File: src/rtl/tmr_pkg.sv
`timescale 1ns/1ps
package tmr_pkg;

  typedef enum logic [1:0] {
    TS_FREE = 2'd0,
    TS_OCA  = 2'd1,
    TS_ICP  = 2'd2
  } top_sel_e;

  localparam int NFLAG = 3;
  localparam int FLG_OVF = 0;
  localparam int FLG_CMP = 1;
  localparam int FLG_CAP = 2;

  localparam logic [1:0] SEL_CNT = 2'd0;
  localparam logic [1:0] SEL_CMP = 2'd1;
  localparam logic [1:0] SEL_CAP = 2'd2;
  localparam logic [1:0] SEL_FLG = 2'd3;

  localparam logic [1:0] COM_TOGGLE = 2'b01;

  function automatic top_sel_e decode_mode(input logic [3:0] m);
    case (m)
      4'd4:    return TS_OCA;
      4'd12:   return TS_ICP;
      default: return TS_FREE;
    endcase
  endfunction

endpackage

File: src/rtl/tmr_count.sv
`timescale 1ns/1ps
module tmr_count
  import tmr_pkg::*;
#(
  parameter int CNT_W = 16
) (
  input  logic             clk,
  input  logic             rst,
  input  logic             tick,
  input  logic             load,
  input  logic [CNT_W-1:0] load_val,
  input  top_sel_e         top_sel,
  input  logic [CNT_W-1:0] cmp_val,
  input  logic [CNT_W-1:0] cap_val,
  output logic [CNT_W-1:0] cnt_q,
  output logic             ev_cmp,
  output logic             ev_cap,
  output logic             ev_wrap
);

  localparam logic [CNT_W-1:0] CNT_MAX = '1;

  logic adv;
  logic hit_top;

  assign adv     = tick & ~load;
  assign ev_cmp  = adv && (cnt_q == cmp_val);
  assign ev_cap  = adv && (cnt_q == cap_val);
  assign ev_wrap = adv && (cnt_q == CNT_MAX);

  always_comb begin
    case (top_sel)
      TS_OCA:  hit_top = ev_cmp;
      TS_ICP:  hit_top = ev_cap;
      default: hit_top = 1'b0;
    endcase
  end

  always_ff @(posedge clk) begin
    if (rst) begin
      cnt_q <= '0;
    end else if (load) begin
      cnt_q <= load_val;
    end else if (adv) begin
      if (hit_top || ev_wrap) cnt_q <= '0;
      else                    cnt_q <= cnt_q + 1'b1;
    end
  end

endmodule

File: src/rtl/tmr_regs.sv
`timescale 1ns/1ps
module tmr_regs
  import tmr_pkg::*;
#(
  parameter int CNT_W = 16
) (
  input  logic             clk,
  input  logic             rst,
  input  logic             wr_en,
  input  logic [1:0]       wr_sel,
  input  logic [CNT_W-1:0] wr_data,
  output logic [CNT_W-1:0] cmp_q,
  output logic [CNT_W-1:0] cap_q
);

  localparam int NREG = 2;

  logic [CNT_W-1:0] hold_q [NREG];

  for (genvar k = 0; k < NREG; k++) begin : g_hold
    localparam logic [1:0] MY_SEL = (k == 0) ? SEL_CMP : SEL_CAP;
    always_ff @(posedge clk) begin
      if (rst)                            hold_q[k] <= '0;
      else if (wr_en && wr_sel == MY_SEL) hold_q[k] <= wr_data;
    end
  end

  assign cmp_q = hold_q[0];
  assign cap_q = hold_q[1];

endmodule

File: src/rtl/tmr_flags.sv
`timescale 1ns/1ps
module tmr_flags #(
  parameter int N = 3
) (
  input  logic         clk,
  input  logic         rst,
  input  logic [N-1:0] set,
  input  logic [N-1:0] wclr,
  input  logic [N-1:0] ack,
  input  logic [N-1:0] ien,
  output logic [N-1:0] flag_q,
  output logic [N-1:0] irq
);

  for (genvar i = 0; i < N; i++) begin : g_flag
    always_ff @(posedge clk) begin
      if (rst)                    flag_q[i] <= 1'b0;
      else if (set[i])            flag_q[i] <= 1'b1;
      else if (wclr[i] || ack[i]) flag_q[i] <= 1'b0;
    end
    assign irq[i] = flag_q[i] & ien[i];
  end

endmodule

File: src/rtl/tmr_ocpin.sv
`timescale 1ns/1ps
module tmr_ocpin
  import tmr_pkg::*;
(
  input  logic       clk,
  input  logic       rst,
  input  logic       ev,
  input  logic [1:0] com,
  output logic       oc_q
);

  always_ff @(posedge clk) begin
    if (rst)                           oc_q <= 1'b0;
    else if (ev && com == COM_TOGGLE)  oc_q <= ~oc_q;
  end

endmodule

File: src/rtl/ctc_timer16.sv
`timescale 1ns/1ps
module ctc_timer16
  import tmr_pkg::*;
#(
  parameter int CNT_W  = 16,
  parameter int MODE_W = 4
) (
  input  logic              clk,
  input  logic              rst,
  input  logic              tick,
  input  logic              wr_en,
  input  logic [1:0]        wr_sel,
  input  logic [CNT_W-1:0]  wr_data,
  input  logic [MODE_W-1:0] mode,
  input  logic [1:0]        com_a,
  input  logic [NFLAG-1:0]  irq_en,
  input  logic [NFLAG-1:0]  irq_ack,
  output logic [CNT_W-1:0]  count,
  output logic [NFLAG-1:0]  flags,
  output logic [NFLAG-1:0]  irq,
  output logic              oc_a
);

  top_sel_e         top_sel;
  logic             cnt_load;
  logic [CNT_W-1:0] ocra_q;
  logic [CNT_W-1:0] icr_q;
  logic             ev_cmp, ev_cap, ev_wrap;
  logic [NFLAG-1:0] flag_set;
  logic [NFLAG-1:0] flag_wclr;
  logic [3:0]       mode4;

  assign mode4    = 4'(mode);
  assign top_sel  = decode_mode(mode4);
  assign cnt_load = wr_en && (wr_sel == SEL_CNT);

  tmr_regs #(.CNT_W(CNT_W)) u_regs (
    .clk     (clk),
    .rst     (rst),
    .wr_en   (wr_en),
    .wr_sel  (wr_sel),
    .wr_data (wr_data),
    .cmp_q   (ocra_q),
    .cap_q   (icr_q)
  );

  tmr_count #(.CNT_W(CNT_W)) u_count (
    .clk      (clk),
    .rst      (rst),
    .tick     (tick),
    .load     (cnt_load),
    .load_val (wr_data),
    .top_sel  (top_sel),
    .cmp_val  (ocra_q),
    .cap_val  (icr_q),
    .cnt_q    (count),
    .ev_cmp   (ev_cmp),
    .ev_cap   (ev_cap),
    .ev_wrap  (ev_wrap)
  );

  always_comb begin
    flag_set          = '0;
    flag_set[FLG_OVF] = ev_wrap;
    flag_set[FLG_CMP] = ev_cmp;
    flag_set[FLG_CAP] = ev_cap && (top_sel == TS_ICP);
    flag_wclr         = (wr_en && wr_sel == SEL_FLG) ? wr_data[NFLAG-1:0] : '0;
  end

  tmr_flags #(.N(NFLAG)) u_flags (
    .clk    (clk),
    .rst    (rst),
    .set    (flag_set),
    .wclr   (flag_wclr),
    .ack    (irq_ack),
    .ien    (irq_en),
    .flag_q (flags),
    .irq    (irq)
  );

  tmr_ocpin u_oc (
    .clk  (clk),
    .rst  (rst),
    .ev   (ev_cmp),
    .com  (com_a),
    .oc_q (oc_a)
  );

endmodule

File: config.mk
export PLATFORM = sky130hd
export DESIGN_NAME = ctc_timer16
export DESIGN_NICKNAME = d
export VERILOG_FILES = /design/src/rtl/tmr_pkg.sv /design/src/rtl/tmr_count.sv /design/src/rtl/tmr_regs.sv /design/src/rtl/tmr_flags.sv /design/src/rtl/tmr_ocpin.sv /design/src/rtl/ctc_timer16.sv
export SDC_FILE = /design/constraint.sdc
export NUM_CORES = 1
export LEC_CHECK = 0
export ABC_AREA = 1
export BUFFER_PORTS_ARGS = -buffer_cell sky130_fd_sc_hd__buf_2
export CORE_ASPECT_RATIO = 1.4
export CORE_MARGIN = 4
export CORE_UTILIZATION = 27
export CTS_CLUSTER_DIAMETER = 30
export DETAILED_ROUTE_END_ITERATION = 7
export GPL_TIMING_DRIVEN = 0
export PLACE_DENSITY = 0.53
export SYNTH_ARGS = -nofsm -noshare
export SYNTH_HDL_FRONTEND = slang
export SYNTH_SLANG_ARGS = --single-unit
export TNS_END_PERCENT = 1
File: constraint.sdc
create_clock -name clk -period 2.8 [get_ports clk]
set_input_delay 0.28 -clock clk [delete_from_list [all_inputs] [get_ports clk]]
set_output_delay 0.28 -clock clk [all_outputs]
set_load 0.1 [all_outputs]
After elaboration in Yosys (flattened, before gate mapping) --
Memory sizes are Yosys's and may differ from the RTL's. Cells that the tools add are included.
Word-level totals: bits in registers 20, RAM bits 32, bits of input ports 34, output and inout port bits 23, word-level logic and storage cells 66, memories kept 1
Cells by class: $add $sub $neg 1, equality and inequality tests 11, muxes and demuxes 22, bitwise logic cells 8, reduce and logical (&&, ||, !) cells 18
Memories:
- u_regs.hold_q | words 2, width 16, read ports 2, clocked after memory_dff 0, write ports 2, RTL line tmr_regs.sv:18 | logic [CNT_W-1:0] hold_q [NREG];
Operators with widths (number):
- 2-to-1 mux 16 bit | 5
- == test 16 bit | 2
- adder 16 x 1 -> 16 bit (second input constant) | 1
- == test 16 bit (second input constant) | 1
- 2-to-1 mux 1 bit | 14
- logical AND 1 bit | 9
- nonzero test 2 bit | 4
- == test 2 x 1 -> 1 bit (second input constant) | 3
- == test 2 bit (second input constant) | 3
- AND 1 bit | 4
- == test 4 x 3 -> 1 bit (second input constant) | 1
- == test 4 bit (second input constant) | 1
- logical OR 1 bit | 4
- case mux 2 bit (2 select lines) | 1
- 2-to-1 mux 3 bit | 1
- zero test 2 bit | 1
- inverter 1 bit | 2
- bitwise OR 1 bit | 2
- case mux 1 bit (2 select lines) | 1

Depth between registers and ports, before layout --
Gate-level depths: netlist of the first run.
depth in word-level cells 10, mapped depth 13

Cells and area by module --
Synthesis of the first run repeated with hierarchy kept, for this count alone.
Unflattened totals: cell total of the unflattened synthesis 513, area total of the unflattened synthesis 3572.2 µm²
By module, submodules not included:
- tmr_count | times used 1, cells each 372, area each 2034.5 µm², seq. area each 320.3 µm²
- tmr_regs | times used 1, cells each 91, area each 1265.0 µm², seq. area each 960.9 µm²
- tmr_flags | times used 1, cells each 24, area each 146.4 µm², seq. area each 60.1 µm²
- ctc_timer16 | times used 1, cells each 17, area each 73.8 µm², seq. area each 0.0 µm²
- tmr_ocpin | times used 1, cells each 9, area each 52.6 µm², seq. area each 20.0 µm²

Worst setup path after synthesis of the first run --
No wires, ideal clock.
path kind register -> register, from reg u_count.cnt_q[1], to reg u_count.cnt_q[5], library setup time 0.134 ns, arrival 2.350 ns, required time 2.666 ns, path slack 0.316 ns, cell stages (with the launch flop) 12, path buffers 1, period minus slack after synthesis 2.484 ns, cells stage by stage dfxtp_1 > ha_1 > nand2_2 > nor2_2 > nand2_2 > nor2_4 > nand3_4 > nor2_4 > nand3_4 > buf_6 > nand3_2 > a21oi_1
On the way: cells in the longest elaborated chain, start to end 7, elaborated cells on any way between the ends 12, those cells by class add/sub: 1; eq/ne: 3; mux: 4; reduce/logical: 4
Ends and longest elaborated chain:
- start, declared | RTL line tmr_count.sv:15 | output logic [CNT_W-1:0] cnt_q,
- start signal, assigned | RTL line tmr_count.sv:43 | cnt_q <= load_val;
- start signal, assigned | RTL line tmr_count.sv:46 | else cnt_q <= cnt_q + 1'b1;
- parallel branches: the longest is 4 deep, another holds adder 16 x 1 -> 16 bit
- 2-to-1 mux 16 bit * | RTL line tmr_count.sv:45 | if (hit_top || ev_wrap) cnt_q <= '0;
- 2-to-1 mux 16 bit * | RTL line tmr_count.sv:44 | end else if (adv) begin
- 2-to-1 mux 16 bit * | RTL line tmr_count.sv:42 | end else if (load) begin
Every way passes the cells marked *. The select of a mux whose other input is x is not followed. A chain may end at the register's enable or synchronous reset.

Final worst setup path of the first run --
from reg u_count.cnt_q[1], to reg u_count.cnt_q[3]
Same word-level chain as after synthesis.

==> results.json, run 1 <==
{
  "synthesis.area_um2": 3180,
  "wl_mm": 9.23,
  "place_area_um2": 3690,
  "clock_path_buffers": 2,
  "max-vdd-ir-drop_v": 0.000190,
  "h-tree-depth": 2,
  "r2r-end": "u_count.cnt_q[3]",
  "finalWeightedCongestion": 0.885,
  "synth_edf_count": 32,
  "insertion_delay_ns": 0.30,
  "worstPathArrival_ns": 2.13,
  "grt_usage_pct": 13.8,
  "drv_slew": 0,
  "setup_violations": 0,
  "synth_area_per_cell_um2": 7.61,
  "finalCritPeriodShare_pct": 70.6,
  "rsz0062_at_grt": "false",
  "fillers": 1212,
  "fp.dieH_um": 136,
  "endpoint_kind": "flop",
  "status": "finished clean",
  "die_x_um": 99.8,
  "hp-start": "rst",
  "hold_violations": 0,
  "syn_to_final_growth_pct": 21.0,
  "post-cts-setup-buffers": 0,
  "multi_input_comb_area_um2": 1480,
  "min_to": "u_flags.flag_q[2]",
  "final_area_um2": 3850,
  "vias": 2876,
  "synth_area_leaders": "edfxtp_1 (30%), dfxtp_1 (13%), inv_1 (9.3%)",
  "placementRows": 46,
  "wire_per_inst_um": 14.7,
  "ys_top_cells_by_count": "inv_1 (79), nand2_1 (74), nor2_1 (68), edfxtp_1 (32), a21oi_1 (23)",
  "p_leak_uw": 0.00168,
  "cts_made_buffers": 5,
  "worst_pin_slew_ns": 0.579,
  "antenna_found_initial": 0,
  "port_buffers": 55,
  "numClockSinks": 52,
  "drt-pass1-iter-count": 4,
  "fin_util_pct": 33.6,
  "power_density_nw_per_um2": 487,
  "die_area_um2": 13600,
  "yosys.area.top_type": "edfxtp_1",
  "antenna_cells": 0,
  "cts_resized": 0,
  "rrSetupSlack_ns": 0.82,
  "required_ns": 2.95,
  "ys.flop_type": "edfxtp_1",
  "grt_max_degree": 17,
  "io_pins": 57,
  "hold_ws_ns": 0.232,
  "cts_tree": "yes",
  "rr_startpoint": "u_count.cnt_q[1]",
  "core_um2": 11500,
  "fin_cells": 627,
  "ys_seq_area_share_pct": 42.8,
  "path_clk_slew_ns": 0.08,
  "vias_per_cell": 4.59,
  "hold_class": "in2reg",
  "yosysMostFrequentCell": "inv_1",
  "fmax_mhz": 506,
  "synthArstFlopShare_pct": 0,
  "worstPathMaxFanout": 10,
  "seqCellArea_um2": 1360,
  "syn_nets": 455,
  "grt_pass1_wl_mm": 14.6,
  "min_path_cells": 2,
  "ys_types": 35,
  "drive_above_1_share_pct": 20.5,
  "power_uw": 1880,
  "slew_headroom_pct": 61.4,
  "r2r_cells": 11,
  "synth_cells": 418,
  "overflow": 0,
  "drt_iter0_drc": 167,
  "ctsHoldBuffers": 0,
  "post-route-drc-count": 0,
  "crit_type": "reg2reg",
  "synth.ff_latch_count": 52,
  "start_util_pct": 27.8,
  "finalCriticalPeriod_ns": 1.98,
  "startpoint_type": "flop",
  "antenna_left": 0,
  "drv_cap": 0,
  "dp_hpwl_mm": 7.30,
  "dpl.cell_count": 619,
  "grt_pass1_vias": 2867,
  "design.final.nets": 519,
  "clock-root-buffer": "clkbuf_16",
  "ys_warn_count": 0,
  "synth_top_area_share_pct": 30.2,
  "fin_skew_ns": 0.00795
}
[metrics by stage]
stage / setup WS (ns) / TNS [ns]
2_1_floorplan: 0.316 / 0
6_report: 0.824 / 0
4_1_cts: 0.807 / 0
5_1_grt: 0.541 / 0
3_5_place_dp: 0.485 / 0
3_3_place_gp: -0.345 / -10.99
[flip-flops by register name, summed over array words and instances (netlist names)]
signal and cells:
u_regs.hold_q 32, u_count.cnt_q 16, u_flags.flag_q 3, u_oc.oc_q 1
[how the worst max path moves through the flow]
| stage | start | endpoint | slack [ns] | depth (start not counted) |
|---|---|---|---|---|
| global route | mode[1] | u_count.cnt_q[8] | 0.54 | 12 |
| detailed placement | mode[1] | u_count.cnt_q[8] | 0.48 | 12 |
| finish | u_count.cnt_q[1] | u_count.cnt_q[3] | 0.82 | 11 |
| floorplan | u_count.cnt_q[1] | u_count.cnt_q[5] | 0.32 | 11 |
| CTS | mode[1] | u_count.cnt_q[8] | 0.81 | 12 |
| global placement | wr_en | u_regs.hold_q[0][7] | -0.34 | 3 |
[layout make-up]
cell class                      instances  area share [%]
Multi-Input combinational cell        274            38.4
Timing Repair Buffer                   57            7.73
Clock inverter                          2           0.325
Inverter                               81            7.89
Clock buffer                            6            3.90
Sequential cell                        52            35.3
Tap cell                              144            4.68
Buffer                                 11            1.75
[cells in the final DEF, fill, tap and decap left out, types with 2 or more instances in the layout]
| cell type | instances |
|---|---|
| a21oi_1 | 23 |
| buf_2 | 58 |
| buf_4 | 2 |
| buf_6 | 4 |
| clkbuf_1 | 4 |
| clkbuf_16 | 6 |
| dfxtp_1 | 20 |
| edfxtp_1 | 32 |
| ha_1 | 3 |
| inv_1 | 79 |
| inv_2 | 2 |
| nand2_1 | 74 |
| nand2_2 | 4 |
| nand3_1 | 15 |
| nand3_2 | 10 |
| nand3_4 | 2 |
| nand3b_1 | 4 |
| nand4_1 | 7 |
| nor2_1 | 68 |
| nor2_2 | 2 |
| nor2_4 | 2 |
| nor3_1 | 6 |
| nor3b_1 | 2 |
| nor4_1 | 2 |
| o21ai_0 | 10 |
| o21ai_1 | 2 |
| o22ai_1 | 15 |
| o31ai_4 | 2 |
| xnor2_1 | 7 |
| xor2_1 | 8 |
[logic make-up (layout without fill, tap and decap cells)]
logic type	after synthesis	in the layout	synth area share, %
simple gates	200	200	30.1
buf+inv	92	157	11.7
compound gates	56	56	10.2
flops	52	52	42.8
xor+xnor	15	15	4.13
fa+ha+maj	3	3	1.18
[power breakdown]
part | leakage [uW] | internal [uW] | switching (uW) | total, uW
registers | 0.000477 | 858 | 31.5 | 890
clock network | 0.0000780 | 385 | 290 | 674
logic | 0.00113 | 92.0 | 219 | 311
total | 0.00168 | 1340 | 540 | 1880
[critical path, cell delays in order (launching register included)]
cell     delay (ns)
dfxtp_1        0.46
ha_1           0.23
nand2_2        0.08
nor2_2         0.10
nand2_2        0.09
nor2_4         0.17
nand3_4        0.10
nor2_4         0.11
nand3_4        0.13
buf_6          0.21
nand3_2        0.08
a21oi_1        0.06
[routing by layer]
| layer | up-vias | part of all wire (%) | track usage (%) |
|---|---|---|---|
| met2 | 49 | 56 | 26.1 |
| met4 | 0 | 2.7 | 5.92 |
| met3 | 13 | 2.5 | 2.21 |
| met5 | - | 0 | 0 |
| met1 | 1344 | 39 | 15.0 |
| li1 | 1470 | - | - |
No activity file was read; power rests on OpenSTA's default activity.
==> inputs of run 2 (changes only) <==
--- a/config.mk
+++ b/config.mk
@@ -13,7 +13,7 @@
 export CTS_CLUSTER_DIAMETER = 30
 export DETAILED_ROUTE_END_ITERATION = 7
 export GPL_TIMING_DRIVEN = 0
-export PLACE_DENSITY = 0.53
+export PLACE_DENSITY = 0.54
 export SYNTH_ARGS = -nofsm -noshare
 export SYNTH_HDL_FRONTEND = slang
 export SYNTH_SLANG_ARGS = --single-unit
==> constraint.sdc (replaced) <==
create_clock -name clk -period 1.7 [get_ports clk]
set_input_delay 0.17 -clock clk [delete_from_list [all_inputs] [get_ports clk]]
set_output_delay 0.17 -clock clk [all_outputs]
set_load 0.1 [all_outputs]
==> results.json, run 2 (synthesized netlist as in run 1, its figures left out) <==
{
  "overflow": 0,
  "syn_to_final_growth_pct": 35.2,
  "hold_class": "in2reg",
  "required_ns": 1.86,
  "slew_headroom_pct": 55.5,
  "drt_iter0_drc": 151,
  "path_clk_slew_ns": 0.07,
  "grt_pass1_vias": 3029,
  "placementRows": 46,
  "startpoint_type": "flop",
  "worstPathArrival_ns": 1.86,
  "crit_type": "reg2reg",
  "port_buffers": 55,
  "insertion_delay_ns": 0.30,
  "wire_per_inst_um": 14.8,
  "reg_top3": "u_regs.hold_q x32, u_count.cnt_q x16, u_flags.flag_q x3",
  "fmax_mhz": 588,
  "grt_max_degree": 16,
  "cts_made_buffers": 5,
  "core_um2": 11500,
  "fin_ws_ns": 0.000267,
  "wl_mm": 9.60,
  "top_register": "u_regs.hold_q",
  "cts_tree": "yes",
  "rsz0062_at_grt": "true",
  "largest_register_ff_count": 32,
  "post-place-ws_ns": -0.562,
  "fin_util_pct": 37.6,
  "io_pins": 57,
  "dpl.cell_count": 619,
  "setup_violations": 0,
  "finalCritPeriodShare_pct": 100,
  "drive_above_1_share_pct": 34.5,
  "antenna_found_initial": 0,
  "drv_slew": 0,
  "worstPathMaxFanout": 6,
  "final_cell_mix": "nand2_1 (72), inv_1 (71), nor2_1 (58), buf_2 (56), edfxtp_1 (32)",
  "ctsHoldBuffers": 0,
  "clock-root-buffer": "clkbuf_16",
  "fin_cells": 648,
  "fp.dieH_um": 136,
  "start_util_pct": 27.8,
  "grt_usage_pct": 14.3,
  "hold_violations": 0,
  "status": "finished clean",
  "die_area_um2": 13600,
  "max-vdd-ir-drop_v": 0.000356,
  "grt_pass1_wl_mm": 15.0,
  "power_uw": 3050,
  "place_area_um2": 3720,
  "drt-pass1-iter-count": 4,
  "finalCriticalPeriod_ns": 1.70,
  "endpoint_kind": "flop",
  "drv_cap": 0,
  "layout_commonest_cell": "nand2_1",
  "antenna_left": 0,
  "vias": 3015,
  "post-route-drc-count": 0,
  "design.final.nets": 540,
  "numClockSinks": 52,
  "antenna_cells": 0,
  "final_area_um2": 4300,
  "vias_per_cell": 4.65,
  "fin_skew_ns": 0.00960,
  "finalWeightedCongestion": 0.852,
  "p_leak_uw": 0.00186,
  "h-tree-depth": 2,
  "die_x_um": 99.8,
  "clock_path_buffers": 2,
  "dp_hpwl_mm": 7.21,
  "worst_pin_slew_ns": 0.668,
  "power_density_nw_per_um2": 708
}
## run 2: cell type report
cell class	instances	area, um2
Fill cell	1185	7150
Multi-Input combinational cell	274	1660
Sequential cell	52	1410
Timing Repair Buffer	78	514
Inverter	81	313
Tap cell	144	180
Clock buffer	6	129
Buffer	11	91.3
Clock inverter	2	11.3
## run 2: routing by layer
layer / vias to the layer above / global-route usage, % / share of wire, %
met1: 1427 / 15.6 / 39
met3: 19 / 2.72 / 3.4
met2: 58 / 27.0 / 55
met4: 0 / 5.16 / 2.9
li1: 1511 / - / -
met5: - / 0 / 0
## run 2: what timing repair did
item                       CTS  global route
resized for setup           21            52
setup endpoints to repair   15            18
cloned                       1             1
buffers inserted             8            11
pin swaps                    6            22
hold endpoints to repair     0             0
## run 2: path summary, 6_finish.rpt
check	cells past startpoint	to	slack, ns	from
max	11	u_count.cnt_q[1]	0.0003	u_count.cnt_q[13]
min	2	u_count.cnt_q[12]	0.13	rst
max reg2reg	11	u_count.cnt_q[1]	0.0003	u_count.cnt_q[13]
min reg2reg	2	u_flags.flag_q[2]	0.51	u_flags.flag_q[2]
## run 2: stage by stage
step,setup TNS [ns],hold slack [ns]
finish,0,0.130
global placement,-34.82,0.440
global route,-0.859,0.141
floorplan,-6.71,0.355
detailed placement,-8.00,0.439
CTS,-0.869,0.122
## run 2: critical path: stages (launching register included)
cell	delay (ns)
dfxtp_4	0.38
clkinvlp_4	0.10
buf_6	0.13
nand2_1	0.06
nand4_1	0.14
nor2_2	0.15
nand3_2	0.11
nand2_2	0.09
nand2_4	0.10
clkbuf_16	0.18
nand3_2	0.05
a21oi_1	0.06
## run 2: where the power goes
group          total, uW  internal (uW)  switching, uW  leakage, uW
registers           1460           1410           55.0     0.000488
logic                576            186            390      0.00131
clock network       1010            543            468    0.0000645
